===== src/rtl/ubm_pkg.sv =====
package ubm_pkg;

  // source of the byte returned to the CPU
  typedef enum logic [2:0] {
    SRC_NONE = 3'd0,
    SRC_RAM  = 3'd1,
    SRC_UROM = 3'd2,
    SRC_PER0 = 3'd3,
    SRC_PER1 = 3'd4,
    SRC_IO   = 3'd5,
    SRC_ZERO = 3'd6
  } src_e;

  // decoded bank-switch state
  typedef struct packed {
    logic wr_en;   // upper RAM accepts writes
    logic rd_rom;  // upper reads come from ROM
    logic bank1;   // banked window uses the low physical copy
  } map_t;

  localparam map_t MAP_RESET = '{wr_en: 1'b1, rd_rom: 1'b1, bank1: 1'b0};

  function automatic map_t nibble_to_map(input logic [3:0] n);
    map_t m;
    m.wr_en  = n[0];
    m.rd_rom = n[1] ^ n[0];
    m.bank1  = n[3];
    return m;
  endfunction

endpackage


===== src/rtl/ubm_mode_reg.sv =====
module ubm_mode_reg
  import ubm_pkg::*;
#(
  parameter int          AW      = 16,
  parameter logic [15:0] SW_BASE = 16'hC080
) (
  input  logic          clk,
  input  logic          rst,
  input  logic          cpu_valid,
  input  logic [AW-1:0] cpu_addr,
  output logic          sw_hit,
  output map_t          map_q
);

  localparam logic [AW-1:0] BASE = AW'(SW_BASE);

  assign sw_hit = (cpu_addr[AW-1:4] == BASE[AW-1:4]);

  always_ff @(posedge clk) begin
    if (rst)
      map_q <= MAP_RESET;
    else if (cpu_valid && sw_hit)
      map_q <= nibble_to_map(cpu_addr[3:0]);
  end

  // mode changes only on a switch-window cycle
  p_mode_hold_r3: assert property (@(posedge clk) disable iff (rst)
    !(cpu_valid && sw_hit) |=> $stable(map_q));

  // address bit 2 never influences the state
  p_bit2_ignored_r6: assert property (@(posedge clk) disable iff (rst)
    (cpu_valid && sw_hit && !cpu_addr[3]) |=> !map_q.bank1);

endmodule


===== src/rtl/ubm_decode.sv =====
module ubm_decode
  import ubm_pkg::*;
#(
  parameter int          AW         = 16,
  parameter int          UROM_AW    = 14,
  parameter int          PER_AW     = 12,
  parameter int          IO_AW      = 8,
  parameter logic [15:0] IO_BASE    = 16'hC000,
  parameter logic [15:0] PER_BASE   = 16'hC100,
  parameter logic [15:0] UPPER_BASE = 16'hD000,
  parameter logic [15:0] BANK_END   = 16'hE000,
  parameter logic [15:0] BANK1_HOME = 16'hC000
) (
  input  logic               cpu_valid,
  input  logic               cpu_we,
  input  logic [AW-1:0]      cpu_addr,
  input  logic               per_sel,
  input  logic               sw_hit,
  input  map_t               map_q,
  output logic               ram_cs,
  output logic               ram_we,
  output logic [AW-1:0]      ram_addr,
  output logic               urom_cs,
  output logic [UROM_AW-1:0] urom_addr,
  output logic [1:0]         per_cs,
  output logic [PER_AW-1:0]  per_addr,
  output logic               io_cs,
  output logic               io_we,
  output logic [IO_AW-1:0]   io_addr,
  output src_e               src
);

  localparam logic [AW-1:0] A_IO    = AW'(IO_BASE);
  localparam logic [AW-1:0] A_PER   = AW'(PER_BASE);
  localparam logic [AW-1:0] A_UP    = AW'(UPPER_BASE);
  localparam logic [AW-1:0] A_BEND  = AW'(BANK_END);
  localparam logic [AW-1:0] BANK_SH = AW'(UPPER_BASE - BANK1_HOME);

  logic [AW-1:0] up_off;
  logic [AW-1:0] phys;

  assign up_off = cpu_addr - A_UP;
  assign phys   = (map_q.bank1 && (cpu_addr < A_BEND)) ? (cpu_addr - BANK_SH)
                                                        : cpu_addr;

  always_comb begin
    ram_cs    = 1'b0;
    ram_we    = 1'b0;
    ram_addr  = cpu_addr;
    urom_cs   = 1'b0;
    urom_addr = up_off[UROM_AW-1:0];
    per_cs    = 2'b00;
    per_addr  = cpu_addr[PER_AW-1:0];
    io_cs     = 1'b0;
    io_we     = 1'b0;
    io_addr   = cpu_addr[IO_AW-1:0];
    src       = SRC_NONE;
    if (cpu_valid) begin
      if (cpu_addr < A_IO) begin
        ram_cs = 1'b1;
        ram_we = cpu_we;
        if (!cpu_we) src = SRC_RAM;
      end else if (cpu_addr < A_PER) begin
        if (sw_hit) begin
          if (!cpu_we) src = SRC_ZERO;
        end else begin
          io_cs = 1'b1;
          io_we = cpu_we;
          if (!cpu_we) src = SRC_IO;
        end
      end else if (cpu_addr < A_UP) begin
        if (!cpu_we) begin
          per_cs[per_sel] = 1'b1;
          src = per_sel ? SRC_PER1 : SRC_PER0;
        end
      end else if (cpu_we) begin
        if (map_q.wr_en) begin
          ram_cs   = 1'b1;
          ram_we   = 1'b1;
          ram_addr = phys;
        end
      end else if (map_q.rd_rom) begin
        urom_cs = 1'b1;
        src     = SRC_UROM;
      end else begin
        ram_cs   = 1'b1;
        ram_addr = phys;
        src      = SRC_RAM;
      end
    end
  end

endmodule


===== src/rtl/ubm_rsteer.sv =====
module ubm_rsteer
  import ubm_pkg::*;
#(
  parameter int DW = 8
) (
  input  logic          clk,
  input  logic          rst,
  input  src_e          src_q,
  input  logic [DW-1:0] ram_rdata,
  input  logic [DW-1:0] urom_rdata,
  input  logic [DW-1:0] per0_rdata,
  input  logic [DW-1:0] per1_rdata,
  input  logic [DW-1:0] io_rdata,
  output logic [DW-1:0] cpu_rdata,
  output logic          cpu_rvalid
);

  src_e          src_d2;
  logic [DW-1:0] pick;

  always_comb begin
    unique case (src_d2)
      SRC_RAM:  pick = ram_rdata;
      SRC_UROM: pick = urom_rdata;
      SRC_PER0: pick = per0_rdata;
      SRC_PER1: pick = per1_rdata;
      SRC_IO:   pick = io_rdata;
      default:  pick = '0;
    endcase
  end

  always_ff @(posedge clk) begin
    if (rst) begin
      src_d2     <= SRC_NONE;
      cpu_rdata  <= '0;
      cpu_rvalid <= 1'b0;
    end else begin
      src_d2     <= src_q;
      cpu_rdata  <= pick;
      cpu_rvalid <= (src_d2 != SRC_NONE);
    end
  end

  // a switch-window read hands back zero
  p_zero_read_r3: assert property (@(posedge clk) disable iff (rst)
    (src_d2 == SRC_ZERO) |=> (cpu_rvalid && cpu_rdata == '0));

endmodule


===== src/rtl/upper_bank_mapper.sv =====
module upper_bank_mapper
  import ubm_pkg::*;
#(
  parameter int          AW         = 16,
  parameter int          DW         = 8,
  parameter int          UROM_AW    = 14,
  parameter int          PER_AW     = 12,
  parameter int          IO_AW      = 8,
  parameter logic [15:0] SW_BASE    = 16'hC080,
  parameter logic [15:0] IO_BASE    = 16'hC000,
  parameter logic [15:0] PER_BASE   = 16'hC100,
  parameter logic [15:0] UPPER_BASE = 16'hD000,
  parameter logic [15:0] BANK_END   = 16'hE000,
  parameter logic [15:0] BANK1_HOME = 16'hC000
) (
  input  logic               clk,
  input  logic               rst,
  input  logic               cpu_valid,
  input  logic               cpu_we,
  input  logic [AW-1:0]      cpu_addr,
  input  logic [DW-1:0]      cpu_wdata,
  input  logic               per_sel,
  output logic [DW-1:0]      cpu_rdata,
  output logic               cpu_rvalid,
  output logic               ram_cs,
  output logic               ram_we,
  output logic [AW-1:0]      ram_addr,
  output logic [DW-1:0]      mem_wdata,
  input  logic [DW-1:0]      ram_rdata,
  output logic               urom_cs,
  output logic [UROM_AW-1:0] urom_addr,
  input  logic [DW-1:0]      urom_rdata,
  output logic [1:0]         per_cs,
  output logic [PER_AW-1:0]  per_addr,
  input  logic [DW-1:0]      per0_rdata,
  input  logic [DW-1:0]      per1_rdata,
  output logic               io_cs,
  output logic               io_we,
  output logic [IO_AW-1:0]   io_addr,
  input  logic [DW-1:0]      io_rdata
);

  localparam logic [AW-1:0] A_IO  = AW'(IO_BASE);
  localparam logic [AW-1:0] A_PER = AW'(PER_BASE);
  localparam logic [AW-1:0] A_UP  = AW'(UPPER_BASE);

  logic               sw_hit;
  map_t               map_q;
  logic               d_ram_cs, d_ram_we, d_urom_cs, d_io_cs, d_io_we;
  logic [AW-1:0]      d_ram_addr;
  logic [UROM_AW-1:0] d_urom_addr;
  logic [1:0]         d_per_cs;
  logic [PER_AW-1:0]  d_per_addr;
  logic [IO_AW-1:0]   d_io_addr;
  src_e               d_src;
  src_e               src_q;

  ubm_mode_reg #(.AW(AW), .SW_BASE(SW_BASE)) u_mode (
    .clk(clk), .rst(rst), .cpu_valid(cpu_valid), .cpu_addr(cpu_addr),
    .sw_hit(sw_hit), .map_q(map_q)
  );

  ubm_decode #(
    .AW(AW), .UROM_AW(UROM_AW), .PER_AW(PER_AW), .IO_AW(IO_AW),
    .IO_BASE(IO_BASE), .PER_BASE(PER_BASE), .UPPER_BASE(UPPER_BASE),
    .BANK_END(BANK_END), .BANK1_HOME(BANK1_HOME)
  ) u_dec (
    .cpu_valid(cpu_valid), .cpu_we(cpu_we), .cpu_addr(cpu_addr),
    .per_sel(per_sel), .sw_hit(sw_hit), .map_q(map_q),
    .ram_cs(d_ram_cs), .ram_we(d_ram_we), .ram_addr(d_ram_addr),
    .urom_cs(d_urom_cs), .urom_addr(d_urom_addr),
    .per_cs(d_per_cs), .per_addr(d_per_addr),
    .io_cs(d_io_cs), .io_we(d_io_we), .io_addr(d_io_addr),
    .src(d_src)
  );

  // registered device side
  always_ff @(posedge clk) begin
    if (rst) begin
      ram_cs  <= 1'b0;
      ram_we  <= 1'b0;
      urom_cs <= 1'b0;
      per_cs  <= 2'b00;
      io_cs   <= 1'b0;
      io_we   <= 1'b0;
      src_q   <= SRC_NONE;
    end else begin
      ram_cs  <= d_ram_cs;
      ram_we  <= d_ram_we;
      urom_cs <= d_urom_cs;
      per_cs  <= d_per_cs;
      io_cs   <= d_io_cs;
      io_we   <= d_io_we;
      src_q   <= d_src;
    end
  end

  always_ff @(posedge clk) begin
    ram_addr  <= d_ram_addr;
    urom_addr <= d_urom_addr;
    per_addr  <= d_per_addr;
    io_addr   <= d_io_addr;
    mem_wdata <= cpu_wdata;
  end

  ubm_rsteer #(.DW(DW)) u_steer (
    .clk(clk), .rst(rst), .src_q(src_q),
    .ram_rdata(ram_rdata), .urom_rdata(urom_rdata),
    .per0_rdata(per0_rdata), .per1_rdata(per1_rdata), .io_rdata(io_rdata),
    .cpu_rdata(cpu_rdata), .cpu_rvalid(cpu_rvalid)
  );

  // at most one device selected at a time
  p_one_target_r2: assert property (@(posedge clk) disable iff (rst)
    $onehot0({ram_cs, urom_cs, per_cs, io_cs}));

  // low range passes straight to RAM
  p_low_direct_r1: assert property (@(posedge clk) disable iff (rst)
    (cpu_valid && cpu_addr < A_IO) |=> (ram_cs && ram_addr == $past(cpu_addr)));

  // read-only upper RAM takes no write
  p_ro_drop_r4: assert property (@(posedge clk) disable iff (rst)
    (cpu_valid && cpu_we && cpu_addr >= A_UP && !map_q.wr_en) |=> !ram_we);

  // peripheral ROM page ignores writes
  p_per_write_r10: assert property (@(posedge clk) disable iff (rst)
    (cpu_valid && cpu_we && cpu_addr >= A_PER && cpu_addr < A_UP)
      |=> !(ram_cs || urom_cs || (|per_cs) || io_cs));

  // a read comes back three edges later
  p_read_latency_r12: assert property (@(posedge clk) disable iff (rst)
    (cpu_valid && !cpu_we) |-> ##3 cpu_rvalid);

endmodule


===== config.mk =====
export PLATFORM = sky130hd
export DESIGN_NAME = upper_bank_mapper
export DESIGN_NICKNAME = d
export VERILOG_FILES = /design/src/rtl/ubm_pkg.sv /design/src/rtl/ubm_mode_reg.sv /design/src/rtl/ubm_decode.sv /design/src/rtl/ubm_rsteer.sv /design/src/rtl/upper_bank_mapper.sv
export SDC_FILE = /design/constraint.sdc
export NUM_CORES = 1
export LEC_CHECK = 0
export ABC_AREA = 1
export BUFFER_PORTS_ARGS = -buffer_cell sky130_fd_sc_hd__buf_2
export CAP_MARGIN = 20
export CORE_MARGIN = 2
export CORE_UTILIZATION = 37
export DETAILED_ROUTE_END_ITERATION = 10
export PLACE_DENSITY = 0.75
export SLEW_MARGIN = 20
export SYNTH_ARGS = -nofsm -noshare
export SYNTH_HDL_FRONTEND = slang
export SYNTH_SLANG_ARGS = --single-unit

===== constraint.sdc =====
create_clock -name clk -period 1.1 [get_ports clk]
set_input_delay 0.165 -clock clk [delete_from_list [all_inputs] [get_ports clk]]
set_output_delay 0.165 -clock clk [all_outputs]
set_load 0.02 [all_outputs]

Word level (Yosys, flattened, before mapping)

Index checks and enable logic that the tools add are counted.
W data, S select, Z words.

Add/subtract/negate cells: 2
$lt $le $gt $ge: 6
Equality and inequality tests: 6
Muxes and demuxes: 34
Bitwise operators: 4
Reductions and logical operators: 9

Operator list:

| operator                 | number |
|---|---|
| $mux W16                 | 8 |
| $lt A16 B16 Y1 const B   | 4 |
| $pmux W8 S5              | 1 |
| $mux W3                  | 9 |
| $sub A16 B13 Y16 const B | 1 |
| $mux W1                  | 14 |
| $sub A14 B13 Y14 const B | 1 |
| $eq A12 B12 Y1 const B   | 1 |
| $reduce_or A6 Y1         | 2 |
| $eq A3 B2 Y1 const B     | 2 |
| $eq A3 B3 Y1 const B     | 2 |
| $reduce_or A5 Y1         | 1 |
| $reduce_or A4 Y1         | 1 |
| $eq A3 B1 Y1 const B     | 1 |
| $logic_and A1 B1 Y1      | 3 |
| $not A1 Y1               | 3 |
| $reduce_bool A3 Y1       | 1 |
| $lt A1 B2 Y1 const B     | 1 |
| $mux W2                  | 1 |
| $reduce_or A2 Y1         | 1 |
| $demux W1 S1             | 1 |
| $ge A1 B1 Y1 const B     | 1 |
| $xor A1 B1 Y1            | 1 |

Bits in registers: 83
Output and inout bits: 74

Longest topological paths before layout

Gate-level depths: netlist of run 1.

Word-level depth: 9
Gate-level depth with buffers: 8
Gate-level depth less buffers: 8

Cells and area by module

A second synthesis of run 1 with hierarchy kept.

Cells, all modules: 335
Area total of the unflattened synthesis: 3,010.4 um^2

By module, submodules not included:

| module            | instances | cells an instance | area an instance (um^2) |
|---|---|---|---|
| upper_bank_mapper | 1         | 89                | 1,447.6 |
| ubm_rsteer        | 1         | 104               | 695.7 |
| ubm_decode        | 1         | 102               | 633.1 |
| ubm_mode_reg      | 1         | 40                | 234.0 |

Worst setup path after synthesis of run 1

Ideal clock, no wire load.

Path type: input -> register
Start: input cpu_addr[12]
End: register, netlist name u_mode.map_q[1]
Setup time: 0.120 ns
Data arrival time: 0.919 ns
Slack: 0.060 ns
Stages: 7
Buffers on the path: 0
Cell sequence: inv_1 ha_1 nand3_1 nor2_2 nand3_2 nand2_1 nand3_1

Longest elaborated chain between the ends: 2

Ends and longest elaborated chain:

| element             | line                    | RTL |
|---|---|---|
| from (decl)         | upper_bank_mapper.sv:20 | `input logic [AW-1:0] cpu_addr,` |
| $eq A12 B12 Y1      | ubm_mode_reg.sv:17      | `assign sw_hit = (cpu_addr[AW-1:4] == BASE[AW-1:4]);` |
| $logic_and A1 B1 Y1 | ubm_mode_reg.sv:22      | `else if (cpu_valid && sw_hit)` |

No other way between the ends.
A chain may end at the register's enable or synchronous reset.

Final worst setup path of run 1

Start: register u_steer.src_d2[2]
End: register u_steer.cpu_rdata[7]

Longest elaborated chain between the ends: 2

Ends and longest elaborated chain:

| element                              | line             | RTL |
|---|---|---|
| from (decl)                          | ubm_rsteer.sv:18 | `src_e src_d2;` |
| from (signal assigned)               | ubm_rsteer.sv:38 | `src_d2 <= src_q;` |
| $eq A3 B3 Y1 (tied with other cells) | ubm_rsteer.sv:22 | `unique case (src_d2)` |
| $pmux W8 S5 (*)                      | ubm_rsteer.sv:22 |  |
| to (signal assigned)                 | ubm_rsteer.sv:39 | `cpu_rdata <= pick;` |
| to (decl)                            | ubm_rsteer.sv:14 | `output logic [DW-1:0] cpu_rdata,` |

Every way passes the cells marked *; elsewhere a longest branch is shown, timed or not.

==> results.py, run 1 <==
metrics = {
    "clocking": {
        "h-tree-depth": 2,
        "clkLatencyLatePin_ns": 0.29,
        "cts.path.max_buffers": 2,
        "root_buffer": "clkbuf_8",
        "clock-sinks": 51,
        "clkTransAtPathRegs_ns": 0.09,
        "cts_buffers": 5,
        "cts_tree": "done",
    },
    "synth": {
        "synth_common_cells": "nand2_1 (57), dfxtp_1 (51), buf_4 (33)",
        "ys_warn_count": 0,
        "yosysTopAreaCell": "dfxtp_1",
        "synth.top_cell.area_share_pct": 48.1,
        "ys_ff_latch": 51,
        "syn_nets": 336,
        "synth_area_sq_um": 2120,
        "async_reset_ff_share_pct": 0,
        "ys.flop_type": "dfxtp_1",
        "yosysUniqueCellTypes": 24,
        "synth_area_leaders": "dfxtp_1 (48%), buf_4 (12%), nand2_1 (10%), nor2_1 (5.3%), nand3_1 (5.2%)",
        "syn_inst": 266,
        "synth_edf_count": 0,
        "yosysMostFrequentCell": "nand2_1",
        "ys_seq_area_share_pct": 48.1,
        "synth_area_per_cell_sq_um": 7.99,
    },
    "setup_path": {
        "worstPathRequired_ns": 1.33,
        "reg2reg_to": "u_steer.cpu_rdata[7]",
        "r2r_slack_ns": 0.03,
        "crit_slowest_cell": "dfxtp_4",
        "rr_worst_depth": 6,
        "cp_common_cell": "nor2_1",
        "end_kind": "flop",
        "path_class": "flop to flop",
        "cp-start-kind": "flop",
        "cp_max_fo": 6,
        "cpPeakStageDelay_ns": 0.39,
        "worstReg2RegStart": "u_steer.src_d2[2]",
        "cp_cell_sequence": "nor3_4, buf_6, nand2_1, nand3_1, nor2_1, nor2_1",
        "crit_arrival_ns": 1.30,
    },
    "detailed_routing": {
        "dr.pass1.iters": 6,
        "wl_microns": 5510,
        "routed_via_density": 4.48,
        "final_antenna_net_count": 0,
        "drtIter0Drc": 54,
        "vias": 2181,
        "drc": 0,
        "avgRoutedWirePerCell_microns": 11.3,
    },
    "timing": {
        "period_share_pct": 97.3,
        "tightest_slew_ns": 0.308,
        "relSlewSlack_pct": 79.5,
        "hold_slack_ns": 0.0257,
        "rsz0062_at_grt": "yes",
        "setup_viol": 0,
        "fmax_ghz": 0.935,
        "fin_tns_setup_ns": 0,
        "clock_skew_ns": 0.00585,
        "min_period_ns": 1.07,
        "final_max_slew_viol_count": 0,
        "hold_viol_final": 0,
    },
    "min_path": {
        "hp-start": "cpu_addr[14]",
        "min_delay_path_depth": 1,
        "hp-class": "input pin to flop",
        "min_to": "ram_addr[14]",
    },
    "pwr": {
        "power.density_nw_per_um2": 1220,
        "p_sw_share_pct": 25.1,
        "intPower_uw": 2910,
        "seqPwrFrac_pct": 49.8,
        "clkPwrFrac_pct": 34.1,
        "p_leak_uw": 0.00170,
        "pwr-share-comb_pct": 16.0,
        "vdd_drop_max_mv": 0.643,
        "switchingPower_uw": 974,
    },
    "place": {
        "hpwl_microns": 4070,
        "port_buffers": 142,
        "gp_congestion": 0.833,
    },
    "global_route": {
        "overflow": 0,
        "grt_max_degree": 16,
        "grt_pass1_vias": 1924,
        "grtUsageTotal_pct": 16.0,
        "grt_pass1_wl_microns": 8010,
        "antenna_found_initial": 0,
    },
    "finish": {
        "layout-drive-gt1-share_pct": 47.2,
        "nets": 484,
        "n_antenna_cell": 0,
        "fillers": 538,
        "area_delta_synth_final_pct": 50.0,
        "utilization_pct": 57.5,
    },
    "status": {
        "status": "complete, no violations",
    },
    "floorplan": {
        "dieArea_sq_um": 6360,
        "die_x_microns": 79.8,
        "initial_utilization_pct": 38.3,
        "ios": 143,
        "die_h_microns": 79.8,
        "coreArea_sq_um": 5540,
        "core.rowCount": 27,
    },
    "job": {
        "maxCapViolations": 0,
    },
}
per-layer routing:
metal / vias to the layer above / global-route usage (%) / part of all wire (%)
met4: 0 / 7.12 / 1.6
met2: 81 / 29.4 / 54
met1: 980 / 17.5 / 38
met3: 8 / 3.28 / 5.9
met5: - / 0 / 0
li1: 1112 / - / -
critical path: cells and delay by family, from the launching register on:
kind | cells | cell delay [ns]
buffers and inverters | 1 | 0.16
DFF | 1 | 0.39
and+or+nand+nor | 5 | 0.47
kinds of logic after synthesis:
group,after synthesis,synth area share [%]
fa+ha+maj,1,0.589
simple gates,136,29.8
compound gates,12,2.83
xor+xnor,1,0.412
buf+inv,65,18.3
flops,51,48.1
through the flow:
| stage | instances | total power (uW) | worst slack [ns] | instance area (sq um) |
|---|---|---|---|---|
| detailed placement | 458 | 2540 | -0.211 | 2770 |
| finish | 487 | 3880 | 0.0300 | 3190 |
| CTS | 486 | 3940 | 0.00387 | 3090 |
| global placement | 458 | 2530 | -0.150 | 2770 |
| global route | 487 | 4060 | -0.0683 | 3190 |
| floorplan | 266 | 2340 | 0.0604 | 2120 |
registers in the layout, summed over array words and instances (netlist names), 4 cells and up:
| register | count |
|---|---|
| ram_addr | 4 |
| per_addr | 4 |
| io_addr | 7 |
| u_steer.cpu_rdata | 8 |
| mem_wdata | 8 |
worst max-delay path by stage:
stage	from	endpoint	slack [ns]	depth (start not counted)
after floorplan	cpu_addr[12]	u_mode.map_q[1]	0.06	7
after global placement	cpu_addr[12]	u_mode.map_q[0]	-0.15	9
after detailed placement	cpu_addr[12]	u_mode.map_q[0]	-0.21	9
after CTS	u_steer.src_d2[1]	u_steer.cpu_rdata[7]	0.004	7
after global routing	u_steer.src_d2[2]	u_steer.cpu_rdata[6]	-0.07	6
final	u_steer.src_d2[2]	u_steer.cpu_rdata[7]	0.03	6
power groups by stage:
stage	Combinational [uW]	Sequential [uW]	Clock, uW
2_1_floorplan	271	2070	0
3_3_place_gp	550	1980	0
3_5_place_dp	556	1980	0
4_1_cts	611	1940	1380
5_1_grt	673	1950	1440
6_report	622	1940	1330
layout make-up:
| cell class | instances | area [sq um] | area share, % |
|---|---|---|---|
| multi-input combinational | 150 | 782 | 24.5 |
| tap | 72 | 90.1 | 2.83 |
| clock inverter | 2 | 35.0 | 1.10 |
| sequential | 51 | 1030 | 32.4 |
| inverter | 26 | 108 | 3.38 |
| clock buffer | 6 | 82.6 | 2.59 |
| timing repair buffer | 180 | 1060 | 33.2 |
repair_timing:
action / 4_1_cts / 5_1_grt
endpoints found under the hold margin: 20 / 0
setup endpoints to repair: 8 / 12
pin swaps: 0 / 15
setup buffers: 0 / 1
hold buffers: 20 / 0
gates resized for setup: 4 / 27
cells in the final DEF (no fill, tap or decap), drive strengths merged:
master,netlist,final
bufinv,0,1
nand4,17,17
nor4,1,1
inv,26,26
nor3,4,4
clkinv,0,1
nand3,23,23
xor2,1,1
dfxtp,51,51
clkbuf,3,6
nand2,57,57
a21oi,6,6
o21ai,6,6
nor3b,1,1
ha,1,1
nor2,33,33
buf,36,160
dlygate4sd3,0,20
Power figures use the tool's default switching activity.
==> run 2: changes to the inputs <==
--- a/config.mk
+++ b/config.mk
@@ -6,12 +6,12 @@
 export NUM_CORES = 1
 export LEC_CHECK = 0
 export ABC_AREA = 1
-export BUFFER_PORTS_ARGS = -buffer_cell sky130_fd_sc_hd__buf_2
 export CAP_MARGIN = 20
 export CORE_MARGIN = 2
-export CORE_UTILIZATION = 37
+export CORE_UTILIZATION = 45
 export DETAILED_ROUTE_END_ITERATION = 10
-export PLACE_DENSITY = 0.75
+export DONT_BUFFER_PORTS = 1
+export REMOVE_ABC_BUFFERS = 1
 export SLEW_MARGIN = 20
 export SYNTH_ARGS = -nofsm -noshare
 export SYNTH_HDL_FRONTEND = slang
==> run 2 against run 1 <==
Effect of this change: the run now ends with negative hold slack, negative setup slack left; flip-flop and latch count is the same; clock skew is essentially flat; worst hold slack lost 0.11 ns; setup slack lost 0.042 ns; critical path depth grew 1; utilization grew 0.50 points; register-to-register slack lost 0.04 ns; first-iteration DRC count shrank 31%; non-clock buffer count shrank 123; power shrank 4.7%; critical endpoint is now u_steer.cpu_rdata[2].
==> results.py, run 2 (synthesis gave the netlist of run 1 again) <==
metrics = {
    "timing": {
        "relSlewSlack_pct": 80.1,
        "final_max_slew_viol_count": 0,
        "period_share_pct": 101,
        "setup_viol": 1,
        "hold_viol_final": 9,
        "clock_skew_ns": 0.00594,
        "hold_slack_ns": -0.0800,
        "tightest_slew_ns": 0.298,
        "rsz0062_at_grt": "yes",
        "min_period_ns": 1.11,
        "fin_tns_setup_ns": -0.0124,
        "fmax_ghz": 0.899,
        "timing.final.ws_setup_ns": -0.0124,
    },
    "global_route": {
        "grt_pass1_vias": 1534,
        "grt_pass1_wl_microns": 6680,
        "grt_max_degree": 17,
        "overflow": 0,
        "antenna_found_initial": 0,
        "grtUsageTotal_pct": 16.4,
    },
    "pwr": {
        "clkPwrFrac_pct": 36.5,
        "switchingPower_uw": 899,
        "power.density_nw_per_um2": 1440,
        "power_uw": 3700,
        "vdd_drop_max_mv": 0.954,
        "intPower_uw": 2800,
        "p_leak_uw": 0.00119,
        "seqPwrFrac_pct": 53.7,
        "pwr-share-comb_pct": 9.8,
        "p_sw_share_pct": 24.3,
    },
    "clocking": {
        "clock-sinks": 51,
        "clkTransAtPathRegs_ns": 0.09,
        "clkLatencyLatePin_ns": 0.30,
        "root_buffer": "clkbuf_8",
        "cts_tree": "done",
        "cts.path.max_buffers": 2,
        "h-tree-depth": 2,
        "cts_buffers": 5,
        "cts_hold_buffers": 27,
    },
    "setup_path": {
        "r2r_slack_ns": -0.01,
        "cp_common_cell": "nor2_1",
        "reg2reg_to": "u_steer.cpu_rdata[2]",
        "end_kind": "flop",
        "cp-start-kind": "flop",
        "cpPeakStageDelay_ns": 0.34,
        "cp_cell_sequence": "buf_6, nor3_4, buf_12, nand2_1, o21ai_1, nor2_1, nor2_1",
        "path_class": "flop to flop",
        "cp_max_fo": 8,
        "crit_arrival_ns": 1.36,
        "rr_worst_depth": 7,
        "worstReg2RegStart": "u_steer.src_d2[1]",
        "crit_slowest_cell": "dfxtp_2",
        "worstPathRequired_ns": 1.35,
    },
    "detailed_routing": {
        "wl_microns": 4430,
        "drc": 0,
        "final_antenna_net_count": 0,
        "drtIter0Drc": 37,
        "routed_via_density": 4.97,
        "avgRoutedWirePerCell_microns": 12.9,
        "vias": 1709,
        "dr.pass1.iters": 5,
    },
    "floorplan": {
        "coreArea_sq_um": 4440,
        "die_h_microns": 72.7,
        "initial_utilization_pct": 47.8,
        "ios": 143,
        "core.rowCount": 24,
        "dieArea_sq_um": 5290,
        "die_x_microns": 72.7,
    },
    "job": {
        "maxCapViolations": 0,
    },
    "finish": {
        "final_cell_area_sq_um": 2580,
        "nets": 361,
        "layout_commonest_cell": "nand2_1",
        "reg_top3": "mem_wdata x8, u_steer.cpu_rdata x8, io_addr x7",
        "layout-drive-gt1-share_pct": 18.8,
        "n_antenna_cell": 0,
        "area_delta_synth_final_pct": 21.4,
        "most-common-layout-cells": "nand2_1 (53), dfxtp_1 (48), nor2_1 (29)",
    },
    "status": {
        "violations": "negative hold slack, negative setup slack",
        "status": "finished with violations",
    },
    "place": {
        "hpwl_microns": 3290,
        "port_buffers": 0,
        "place_ws_ns": -0.112,
        "gp_congestion": 0.811,
        "placed_area_sq_um": 2130,
    },
    "min_path": {
        "min_to": "u_steer.cpu_rdata[0]",
        "hp-class": "input pin to flop",
        "hp-start": "rst",
        "min_delay_path_depth": 1,
    },
}
[run 2: cell types whose count changed in the layout (fill, tap and decap cells not counted), moves of 4 or more]
cell,previous run,this run
nand2_2,7,2
buf_2,142,0
buf_4,15,27
nand2_1,48,53
dlygate4sd3_1,20,27
nand3_2,6,2
nand3_1,17,21
[run 2: critical path: cells and delay by family, from the launching register on]
| kind | cells | cell delay (ns) |
|---|---|---|
| and+or+nand+nor | 4 | 0.38 |
| DFF | 1 | 0.34 |
| buffers and inverters | 2 | 0.27 |
| AOI/OAI and AO/OA | 1 | 0.07 |
[run 2: how the worst max path moves through the flow]
stage | from | end | slack, ns
after floorplan | u_steer.src_d2[0] | u_steer.cpu_rdata[1] | -0.18
after global placement | u_steer.src_d2[2] | u_steer.cpu_rdata[7] | -0.1
after detailed placement | u_steer.src_d2[2] | u_steer.cpu_rdata[7] | -0.11
after CTS | u_steer.src_d2[2] | u_steer.cpu_rdata[1] | -0.05
after global routing | u_steer.src_d2[1] | u_steer.cpu_rdata[5] | -0.12
final | u_steer.src_d2[1] | u_steer.cpu_rdata[2] | -0.01
[run 2: what timing repair did]
item	4_1_cts	5_1_grt
pin swaps	6	8
buffers inserted	3	2
resized for setup	10	7
endpoints found under the hold margin	36	9
endpoints found under the setup margin	8	8
gates cloned	0	0
[run 2: final cells by class]
| class | count | area [sq um] |
|---|---|---|
| flip-flops and latches | 51 | 1030 |
| clock inverters | 2 | 38.8 |
| well taps | 52 | 65.1 |
| inverters | 26 | 105 |
| multi-input cells | 150 | 742 |
| clock buffers | 6 | 82.6 |
| fillers | 423 | 1870 |
| repair buffers | 57 | 515 |
[run 2: routing by layer]
| metal | track usage, % | share of wire, % | routed length, microns | up-vias |
|---|---|---|---|---|
| met1 | 16.1 | 36 | 1610 | 748 |
| met2 | 30.3 | 51 | 2280 | 86 |
| met3 | 7.18 | 11 | 487 | 7 |
| li1 | - | - | - | 868 |
| met4 | 5.56 | 1.3 | 58 | 0 |
| met5 | 0 | 0 | 0 | - |
[run 2: power groups by stage]
stage	clock (uW)	combinational (uW)	sequential (uW)
2_1_floorplan	0	87.8	2150
3_3_place_gp	0	298	2030
3_5_place_dp	0	299	2030
4_1_cts	1410	363	1990
5_1_grt	1480	396	1990
6_report	1350	364	1990
[run 2: per-stage QoR]
step / hold slack [ns] / cells / utilization, %
after floorplan: 0.193 / 227 / -
after global placement: 0.193 / 306 / 47.9
after detailed placement: 0.193 / 306 / 47.9
after CTS: -0.0930 / 343 / 57.7
after global routing: -0.0975 / 344 / 58.0
final: -0.0800 / 344 / 58.0
